[config.mk]
export PLATFORM = sky130hd
export DESIGN_NAME = keyed_wdt_timer
export DESIGN_NICKNAME = d
export VERILOG_FILES = /design/src/rtl/kwdt_pkg.sv /design/src/rtl/kwdt_key_fsm.sv /design/src/rtl/kwdt_counter64.sv /design/src/rtl/kwdt_req_stretch.sv /design/src/rtl/keyed_wdt_timer.sv
export SDC_FILE = /design/constraint.sdc
export NUM_CORES = 1
export LEC_CHECK = 0
export BUFFER_PORTS_ARGS = -buffer_cell sky130_fd_sc_hd__buf_2
export CAP_MARGIN = 20
export CELL_PAD_IN_SITES_DETAIL_PLACEMENT = 0
export CELL_PAD_IN_SITES_GLOBAL_PLACEMENT = 1
export CORE_MARGIN = 1.5
export CORE_UTILIZATION = 51
export CTS_CLUSTER_DIAMETER = 100
export DETAILED_ROUTE_END_ITERATION = 8
export PLACE_DENSITY = 0.93
export SLEW_MARGIN = 20
export SYNTH_ARGS = -nofsm -noshare
export SYNTH_HDL_FRONTEND = slang
export SYNTH_SLANG_ARGS = --single-unit
[constraint.sdc]
create_clock -name clk_i -period 5.8 [get_ports clk_i]
set_input_delay 0.29 -clock clk_i [delete_from_list [all_inputs] [get_ports clk_i]]
set_output_delay 0.29 -clock clk_i [all_outputs]
set_load 0.02 [all_outputs]
[src/rtl/kwdt_pkg.sv]
package kwdt_pkg;
  typedef enum logic [1:0] {WD_IDLE, WD_PRE, WD_ACT, WD_SVC} wd_state_e;

  localparam logic [1:0] TM_WD64   = 2'd2;
  localparam logic [1:0] RUN_OFF   = 2'd0;
  localparam logic [1:0] RUN_ONCE  = 2'd1;

  localparam int OFF_ID     = 'h00;
  localparam int OFF_CNT_LO = 'h10;
  localparam int OFF_PER_LO = 'h18;
  localparam int OFF_RUN    = 'h20;
  localparam int OFF_GLB    = 'h24;
  localparam int OFF_WDC    = 'h28;

  localparam int WD_EN_BIT = 14;
  localparam int KEY_LSB   = 16;
  localparam logic [15:0] KEY_ARM = 16'hA5C6;
  localparam logic [15:0] KEY_GO  = 16'hDA7E;
endpackage

[src/rtl/kwdt_key_fsm.sv]
module kwdt_key_fsm
  import kwdt_pkg::*;
(
  input  logic        clk_i,
  input  logic        rst_ni,
  input  logic        wr_i,
  input  logic [15:0] key_i,
  input  logic        en_i,
  input  logic        wd_mode_i,
  output logic        armed_o,
  output logic        en_o,
  output logic        svc_clear_o,
  output logic        bad_key_o
);
  wd_state_e state_q, state_d;
  logic en_q;

  always_comb begin
    state_d = state_q;
    if (wr_i) begin
      unique case (state_q)
        WD_IDLE: if (key_i == KEY_ARM && en_i && wd_mode_i) state_d = WD_PRE;
        WD_PRE:  state_d = (key_i == KEY_GO && en_i) ? WD_ACT : WD_IDLE;
        WD_ACT:  if (key_i == KEY_ARM) state_d = WD_SVC;
        WD_SVC:  state_d = WD_ACT;
        default: state_d = WD_IDLE;
      endcase
    end
  end

  assign armed_o     = (state_q == WD_ACT) || (state_q == WD_SVC);
  assign svc_clear_o = wr_i && (state_q == WD_SVC) && (key_i == KEY_GO);
  assign bad_key_o   = wr_i && (((state_q == WD_ACT) && key_i != KEY_ARM && key_i != KEY_GO)
                             || ((state_q == WD_SVC) && key_i != KEY_GO));
  assign en_o = en_q;

  always_ff @(posedge clk_i or negedge rst_ni) begin
    if (!rst_ni) begin
      state_q <= WD_IDLE;
      en_q    <= 1'b0;
    end else begin
      state_q <= state_d;
      if (wr_i && !armed_o) en_q <= en_i;
    end
  end

  assert_armed_sticky_R11: assert property (@(posedge clk_i) disable iff (!rst_ni)
    armed_o |=> armed_o && $stable(en_o));
  assert_pre_abort_R7: assert property (@(posedge clk_i) disable iff (!rst_ni)
    (state_q == WD_PRE) && wr_i && !(key_i == KEY_GO && en_i) |=> state_q == WD_IDLE);
  assert_bad_only_armed_R10: assert property (@(posedge clk_i) disable iff (!rst_ni)
    bad_key_o |-> $past(state_q) != WD_IDLE || state_q != WD_IDLE);
endmodule

[src/rtl/kwdt_counter64.sv]
module kwdt_counter64 #(
  parameter int HALF_W     = 32,
  parameter int NUM_HALVES = 2,
  localparam int CNT_W     = HALF_W * NUM_HALVES
) (
  input  logic                  clk_i,
  input  logic                  rst_ni,
  input  logic [NUM_HALVES-1:0] rs_i,
  input  logic [NUM_HALVES-1:0] wr_i,
  input  logic [HALF_W-1:0]     wdata_i,
  input  logic                  step_i,
  input  logic                  zero_i,
  output logic [CNT_W-1:0]      cnt_o
);
  logic [CNT_W-1:0] cnt_q, cnt_inc;
  assign cnt_inc = cnt_q + CNT_W'(1);
  assign cnt_o   = cnt_q;

  for (genvar g = 0; g < NUM_HALVES; g++) begin : g_half
    always_ff @(posedge clk_i or negedge rst_ni) begin
      if (!rst_ni)       cnt_q[g*HALF_W +: HALF_W] <= '0;
      else if (!rs_i[g]) cnt_q[g*HALF_W +: HALF_W] <= '0;
      else if (wr_i[g])  cnt_q[g*HALF_W +: HALF_W] <= wdata_i;
      else if (zero_i)   cnt_q[g*HALF_W +: HALF_W] <= '0;
      else if (step_i)   cnt_q[g*HALF_W +: HALF_W] <= cnt_inc[g*HALF_W +: HALF_W];
    end

    assert_half_held_R3: assert property (@(posedge clk_i) disable iff (!rst_ni)
      !rs_i[g] |=> cnt_o[g*HALF_W +: HALF_W] == '0);
  end
endmodule

[src/rtl/kwdt_req_stretch.sv]
module kwdt_req_stretch #(
  parameter int HOLD = 16,
  localparam int CW  = $clog2(HOLD + 1)
) (
  input  logic clk_i,
  input  logic rst_ni,
  input  logic fire_i,
  output logic req_o
);
  logic [CW-1:0] hold_q;

  always_ff @(posedge clk_i or negedge rst_ni) begin
    if (!rst_ni)            hold_q <= '0;
    else if (fire_i)        hold_q <= CW'(HOLD);
    else if (hold_q != '0)  hold_q <= hold_q - CW'(1);
  end

  assign req_o = (hold_q != '0);

  assert_req_cause_R8: assert property (@(posedge clk_i) disable iff (!rst_ni)
    $rose(req_o) |-> $past(fire_i));
  assert_req_immediate_R10: assert property (@(posedge clk_i) disable iff (!rst_ni)
    fire_i |=> req_o);
endmodule

[src/rtl/keyed_wdt_timer.sv]
module keyed_wdt_timer
  import kwdt_pkg::*;
#(
  parameter int          ADDR_W      = 6,
  parameter int          DATA_W      = 32,
  parameter logic [31:0] ID_VALUE    = 32'h0001_0040,
  parameter int          HOLD_CYCLES = 16
) (
  input  logic              clk_i,
  input  logic              rst_ni,
  input  logic              wr_i,
  input  logic              rd_i,
  input  logic [ADDR_W-1:0] addr_i,
  input  logic [DATA_W-1:0] wdata_i,
  output logic [DATA_W-1:0] rdata_o,
  input  logic              tick_i,
  output logic              irq_o,
  output logic              wd_rst_o
);
  localparam int NH    = 2;
  localparam int CNT_W = DATA_W * NH;

  logic [1:0]       run_q, tmode_q, rs_q;
  logic [CNT_W-1:0] per_q, cnt;
  logic [NH-1:0]    wr_cnt, wr_per;
  logic             wr_run, wr_glb, wr_wdc;
  logic             armed, wd_en, svc_clear, bad_key;
  logic             gp_mode, released, gp_run, wd_run, hit;
  logic             gp_expire, wd_expire, step, zero, irq_q;

  assign wr_run = wr_i && addr_i == ADDR_W'(OFF_RUN);
  assign wr_glb = wr_i && addr_i == ADDR_W'(OFF_GLB);
  assign wr_wdc = wr_i && addr_i == ADDR_W'(OFF_WDC);

  for (genvar h = 0; h < NH; h++) begin : g_dec
    assign wr_cnt[h] = wr_i && addr_i == ADDR_W'(OFF_CNT_LO + 4 * h);
    assign wr_per[h] = wr_i && addr_i == ADDR_W'(OFF_PER_LO + 4 * h);

    always_ff @(posedge clk_i or negedge rst_ni) begin
      if (!rst_ni)        per_q[h*DATA_W +: DATA_W] <= '0;
      else if (wr_per[h]) per_q[h*DATA_W +: DATA_W] <= wdata_i;
    end
  end

  kwdt_key_fsm u_fsm (
    .clk_i       (clk_i),
    .rst_ni      (rst_ni),
    .wr_i        (wr_wdc),
    .key_i       (wdata_i[KEY_LSB +: 16]),
    .en_i        (wdata_i[WD_EN_BIT]),
    .wd_mode_i   (tmode_q == TM_WD64),
    .armed_o     (armed),
    .en_o        (wd_en),
    .svc_clear_o (svc_clear),
    .bad_key_o   (bad_key)
  );

  // modes 0, 1 and 3 all run as one 64-bit count
  assign gp_mode   = (tmode_q != TM_WD64);
  assign released  = &rs_q;
  assign gp_run    = gp_mode && run_q != RUN_OFF && tick_i && released;
  assign wd_run    = !gp_mode && armed && tick_i && released;
  assign hit       = (cnt == per_q);
  assign gp_expire = gp_run && hit;
  assign wd_expire = wd_run && hit;
  assign step      = (gp_run || wd_run) && !hit;
  assign zero      = (gp_expire && run_q != RUN_ONCE) || wd_expire || svc_clear;

  kwdt_counter64 #(.HALF_W(DATA_W), .NUM_HALVES(NH)) u_cnt (
    .clk_i   (clk_i),
    .rst_ni  (rst_ni),
    .rs_i    (rs_q),
    .wr_i    (wr_cnt),
    .wdata_i (wdata_i),
    .step_i  (step),
    .zero_i  (zero),
    .cnt_o   (cnt)
  );

  kwdt_req_stretch #(.HOLD(HOLD_CYCLES)) u_req (
    .clk_i  (clk_i),
    .rst_ni (rst_ni),
    .fire_i (wd_expire || bad_key),
    .req_o  (wd_rst_o)
  );

  always_ff @(posedge clk_i or negedge rst_ni) begin
    if (!rst_ni) begin
      run_q   <= RUN_OFF;
      tmode_q <= '0;
      rs_q    <= '0;
      irq_q   <= 1'b0;
    end else begin
      irq_q <= gp_expire;
      if (wr_run)                                run_q <= wdata_i[1:0];
      else if (gp_expire && run_q == RUN_ONCE)   run_q <= RUN_OFF;
      if (wr_glb) begin
        rs_q <= wdata_i[1:0];
        if (!armed) tmode_q <= wdata_i[3:2];
      end
    end
  end

  assign irq_o = irq_q;

  always_comb begin
    rdata_o = '0;
    if (rd_i) begin
      unique case (addr_i)
        ADDR_W'(OFF_ID):         rdata_o = DATA_W'(ID_VALUE);
        ADDR_W'(OFF_CNT_LO):     rdata_o = cnt[0 +: DATA_W];
        ADDR_W'(OFF_CNT_LO + 4): rdata_o = cnt[DATA_W +: DATA_W];
        ADDR_W'(OFF_PER_LO):     rdata_o = per_q[0 +: DATA_W];
        ADDR_W'(OFF_PER_LO + 4): rdata_o = per_q[DATA_W +: DATA_W];
        ADDR_W'(OFF_RUN):        rdata_o = DATA_W'(run_q);
        ADDR_W'(OFF_GLB):        rdata_o = DATA_W'({tmode_q, rs_q});
        ADDR_W'(OFF_WDC):        rdata_o = DATA_W'({wd_en, 14'h0});
        default:                 rdata_o = '0;
      endcase
    end
  end

  assert_irq_gp_only_R4: assert property (@(posedge clk_i) disable iff (!rst_ni)
    irq_o |-> $past(tmode_q) != TM_WD64);
  assert_mode_locked_R11: assert property (@(posedge clk_i) disable iff (!rst_ni)
    armed && wr_glb |=> tmode_q == $past(tmode_q));
  assert_oneshot_stop_R5: assert property (@(posedge clk_i) disable iff (!rst_ni)
    gp_expire && run_q == RUN_ONCE && !wr_run |=> run_q == RUN_OFF);
  assert_idle_count_R6: assert property (@(posedge clk_i) disable iff (!rst_ni)
    !tick_i && !wr_i && !svc_clear && $past(rs_q) == rs_q && released |=> $stable(cnt));
endmodule

# Word level (Yosys, flattened, before mapping)
# Cells that the tools add are included.
classes:
  n_mux: 18
  eq_ne: 23
  addsub: 2
  n_reduce_logical: 46
  n_bitwise: 1
ops:
  columns: ["op", "n"]
  rows:
  - ["2-to-1 mux 32 bit", 9]
  - ["one-hot mux 32 bit (8 select lines)", 1]
  - ["adder 64 x 1 -> 64 bit (second input constant)", 1]
  - ["== test 64 bit", 1]
  - ["== test 16 bit (second input constant)", 2]
  - ["!= test 16 bit (second input constant)", 2]
  - ["logical AND 1 bit", 28]
  - ["== test 6 x 5 -> 1 bit (second input constant)", 4]
  - ["== test 6 bit (second input constant)", 3]
  - ["2-to-1 mux 2 bit", 5]
  - ["2-to-1 mux 5 bit", 2]
  - ["!= test 4 x 1 -> 1 bit (second input constant)", 2]
  - ["one-hot mux 2 bit (4 select lines)", 1]
  - ["== test 2 bit (second input constant)", 3]
  - ["logical NOT 6 bit", 1]
  - ["logical OR 1 bit", 6]
  - ["!= test 2 x 1 -> 1 bit (second input constant)", 3]
  - ["nonzero test 2 bit", 3]
  - ["nonzero test 5 bit", 1]
  - ["subtractor 5 x 1 -> 5 bit (second input constant)", 1]
  - ["== test 2 x 1 -> 1 bit (second input constant)", 2]
  - ["AND reduction 2 bit", 2]
  - ["logical NOT 1 bit", 3]
  - ["AND reduction 3 bit", 1]
  - ["3 further kinds", 3]
word_totals:
  regBits: 143
  word_cells: 101
  output_inout_bits: 34

# Longest topological paths before layout
logic_depth:
  ltp_word: 11
  mapped_depth: 11

# Cells and area by module
# A second synthesis with hierarchy kept.
unflattened:
  hier_cells: 1041
  hier_area_um2: 10197.3
by_module_without_submodules:
  columns: ["module", "area_each_um2", "cells_per_inst", "n_inst"]
  rows:
  - ["kwdt_counter64", 4902.2, 619, 1]
  - ["keyed_wdt_timer", 4768.3, 374, 1]
  - ["kwdt_key_fsm", 265.3, 23, 1]
  - ["kwdt_req_stretch", 261.5, 25, 1]

# Least setup slack after synthesis
# No wires, ideal clock.
synth_path:
  kind: "register to register"
  start: "register u_cnt.cnt_q[27], in the netlist u_cnt.cnt_o[27]"
  end: "register u_cnt.cnt_q[53], in the netlist u_cnt.cnt_o[53]"
  synth_period_minus_slack_ns: 2.393
  required_ns: 5.678
  slack_ns: 3.407
  setup_time_ns: 0.122
  t_arrival_ns: 2.271
  path_stages_with_launch: 12
  cell_sequence: "dfrtp_1 clkbuf_1 xnor2_1 nand4_1 nor4_1 and4_1 buf_2 buf_2 nand2_1 buf_2 a21bo_1 a32o_1"
synth_between:
  elab_chain_len: 8
  elab_cells_between_ends: 14
  cone_classes: "add/sub (1); eq/ne (2); mux (4); reduce/logical (7)"
synth_rtl:
  columns: ["element", "line", "rtl"]
  rows:
  - ["start: declaration", "kwdt_counter64.sv:15", "logic [CNT_W-1:0] cnt_q, cnt_inc;"]
  - ["start signal: indexed assignment", "kwdt_counter64.sv:23", "else if (wr_i[g]) cnt_q[g*HALF_W +: HALF_W] <= wdata_i;"]
  - ["start signal: indexed assignment", "kwdt_counter64.sv:25", "else if (step_i) cnt_q[g*HALF_W +: HALF_W] <= cnt_inc[g*HALF_W +: HALF_W];"]
  - ["parallel branches: the longest is 8 deep, another holds adder 64 x 1 -> 64 bit", null, null]
# Several ways; the timed one is not identified. The select of a mux whose other input is x is not followed.
# A chain may end at the register's enable or synchronous reset.

# Worst setup path in the final report
layout_path:
  start: "register u_cnt.cnt_q[52], in the netlist u_cnt.cnt_o[52]"
  end: "register u_cnt.cnt_q[24], in the netlist u_cnt.cnt_o[24]"
layout_between:
  elab_chain_len: 8
  elab_cells_between_ends: 12
  cone_classes: "eq/ne (2); mux (3); reduce/logical (7)"
layout_rtl:
  columns: ["element", "line", "rtl"]
  rows:
  - ["== test 64 bit (*)", "keyed_wdt_timer.sv:63", "assign hit = (cnt == per_q);"]
  - ["logical AND 1 bit", "keyed_wdt_timer.sv:64", "assign gp_expire = gp_run && hit;"]
  - ["logical AND 1 bit", "keyed_wdt_timer.sv:67", "assign zero = (gp_expire && run_q != RUN_ONCE) || wd_expire || svc_clear;"]
  - ["logical OR 1 bit (2 in series)", "keyed_wdt_timer.sv:67", null]
  - ["2-to-1 mux 32 bit", "kwdt_counter64.sv:24", "else if (zero_i) cnt_q[g*HALF_W +: HALF_W] <= '0;"]
  - ["2-to-1 mux 32 bit", "kwdt_counter64.sv:23", null]
  - ["2-to-1 mux 32 bit", "kwdt_counter64.sv:22", "else if (!rs_i[g]) cnt_q[g*HALF_W +: HALF_W] <= '0;"]
# Every way passes the cells marked *; elsewhere a longest branch is shown, timed or not.

==> flow_summary.yaml <==
synth:
  synth.cell_area_mm2: 0.00988
  ys.flop_type: "dfrtp_1"
  synthTopCellsByArea: "dfrtp_1, mux2_2, xnor2_1"
  yosys.area.top_type: "dfrtp_1"
  syn_nets: 1150
  syn_area_per_cell_um2: 8.95
  synth_edf_count: 0
  async_flop_share: 1.00
  ys_ff_latch: 143
  ys_seq_area_frac: 0.362
  ys_types: 79
  yosys_warnings: 0
  synth_top_cell_area_share: 0.362
  synthCells: 1104
routing:
  drc_errors: 0
  postRouteAntennaNets: 0
  wl_um: 38300
  num_vias: 10000
  drt_iter0_drc: 1677
  vias_per_cell: 7.16
  drt_pass1_iterations: 8
  drt-wirelength-per-cell_um: 27.4
run_status:
  status: "finished clean"
sta:
  finalSetupViolations: 0
  worst_slack_ns: 1.70
  rsz0062_at_grt: "false"
  post-route-period-util: 0.706
  hold_viol: 0
  tns_ns: 0
  period_needed_ns: 4.10
  fin_skew_ns: 0.00962
  hold_ws_ns: 0.135
  fmax_mhz: 244
  max-slew-margin-rel: 0.144
  timing.final.max_slew_violations: 0
  worst_pin_slew_ns: 1.27
global_route:
  grt_start_max_net_pins: 76
  grt_use_met1: 0.535
  grt_pass1_vias: 9298
  grt_first_pass_wirelength_um: 58500
  gr-total-overflow: 0
  busiest_layer: "met2"
  met3_usage: 0.0986
  met2_usage: 0.576
  track_usage: 0.389
  antenna_found_initial: 0
critical_path:
  cp.required_ns: 6.13
  cp.arrival_ns: 4.42
  reg2reg_from: "u_cnt.cnt_o[52]"
  max_stage_delay_ns: 0.74
  crit_path_start_kind: "register"
  path_max_fanout: 30
  critPathTopFamily: "simple AND/OR/NAND/NOR gates"
  worstPathCellList: "xnor2_1 > nand4_1 > nor4_1 > and4_1 > mux2i_2 > buf_4 > nor2_1 > a2111oi_2"
  reg2reg_to: "u_cnt.cnt_o[24]"
  slowest_stage: "and4_1"
  reg2reg_depth: 8
  path_class: "register to register"
  worstSetupEndpointType: "register"
  critPathBufInv: 1
  rrSetupSlack_ns: 1.70
cells_and_area:
  layout_common_cells: "dfrtp_1, nor2_1, nand2_1"
  nFillCells: 1705
  drive_above_1_share: 0.195
  area_delta_synth_final_pct: 11.1
  regArea_mm2: 0.00358
  diodes: 0
  postLayoutCoreUtil: 0.582
  layout_commonest_cell: "dfrtp_1"
  multi_input_area_mm2: 0.00583
  fin_nets: 1170
clocking:
  numCtsBuffers: 17
  cts_resized: 0
  worstSkewPairLatency_ns: 0.45
  root_buffer: "clkbuf_16"
  clockBufferDepth: 2
  cts.sinks: 143
  clkSlewWorstSetupHoldPaths_ns: 0.06
  cts_tree: "built"
  cts_max_level: 4
  post_cts_buffers: 0
worst_hold_path:
  holdPathEnd: "u_cnt.cnt_o[30]"
  min_path_cells: 3
  min_from: "wdata_i[30]"
  hold_path.class: "input port to register"
placed_design:
  place_ws_ns: 1.94
  place.gp.congestion: 1.11
  place_hpwl_um: 26400
  io_buffer_count: 76
pwr:
  p_per_area_mw_per_mm2: 241
  ir_drop_mv: 0.197
  power.leakage_nw: 4.44
  p_total_w: 0.00264
floorplanning:
  fp.dieH_um: 142
  rows: 50
  dieArea_mm2: 0.0202
  ioPinCount: 77
  start_util: 0.524
  die_w_um: 142
  coreArea_mm2: 0.0188
run:
  max-cap-violations: 0
## flip-flops by register name, indices dropped and copies added (netlist names)
signal         count
run_q              2
u_req.hold_q       5
u_cnt.cnt_o       64
per_q             64
u_fsm.en_o         1
tmode_q            2
irq_o              1
u_fsm.state_q      2
rs_q               2
## cell usage after synthesis (15+ instances only)
cell type    n
o21ai_0     29
o31ai_1     22
clkbuf_1    50
mux2_2      69
a21oi_1     48
dfrtp_1    143
o2111ai_1   17
mux2i_1     32
nor3_1      23
nand3_1     46
and3_1      19
nor2_1     108
a221oi_1    29
buf_2       33
a22oi_1     17
xnor2_1     74
a31oi_1     15
nand4_1     46
nand2_1     84
inv_1       21
## routing by layer
metal | share of wire | up-vias
met3 | 0.12 | 182
met1 | 0.40 | 4872
met2 | 0.42 | 789
li1 | - | 4165
met5 | 0 | -
met4 | 0.060 | 0
## layout make-up
class / instances / area share
inverters: 22 / 0.00753
clock buffers: 20 / 0.0426
multi-input cells: 845 / 0.531
well taps: 260 / 0.0297
flip-flops and latches: 143 / 0.326
clock inverters: 12 / 0.0123
repair buffers: 95 / 0.0503
## worst min-delay path, stage by stage
cell and delay, ns:
buf_2 0.13, nand2_1 0.06, a211oi_1 0.05
## logic make-up (layout without fill, tap and decap cells)
| family | after synthesis | count (layout) | share of synthesized area |
|---|---|---|---|
| AND/OR/NAND/NOR | 416 | 416 | 0.222 |
| buffers and inverters | 116 | 149 | 0.0497 |
| flip-flops | 143 | 143 | 0.362 |
| AO/OA/AOI/OAI | 246 | 246 | 0.181 |
| multiplexers | 101 | 101 | 0.111 |
| adder cells (fa/ha/maj) | 4 | 4 | 0.00481 |
| XOR/XNOR | 78 | 78 | 0.0692 |
## power by group
group / internal [W] / switching, W / total, W
logic: 0.000141 / 0.000209 / 0.000349
clock network: 0.000669 / 0.000477 / 0.00115
registers: 0.00106 / 0.0000802 / 0.00114
total: 0.00187 / 0.000766 / 0.00264
## repair_timing
item | in CTS | in global routing
endpoints found under the hold margin | 74 | 0
endpoints found under the setup margin | 0 | 0
hold buffers | 1 | 0
## metrics by stage
stage,instance area (um^2),std cells
finish,11000,1397
global route,11000,1397
CTS,10900,1396
detailed placement,10300,1363
global placement,10300,1363
floorplan,9880,1104
## how the worst max path moves through the flow
stage	from	endpoint	cells past startpoint
CTS	u_cnt.cnt_o[52]	u_cnt.cnt_o[24]	8
global route	u_cnt.cnt_o[52]	u_cnt.cnt_o[24]	8
floorplan	u_cnt.cnt_o[27]	u_cnt.cnt_o[53]	11
detailed placement	u_cnt.cnt_o[52]	u_cnt.cnt_o[24]	8
global placement	u_cnt.cnt_o[52]	u_cnt.cnt_o[24]	8
finish	u_cnt.cnt_o[52]	u_cnt.cnt_o[24]	8
Note: power is estimated with default switching activity, not from simulation.
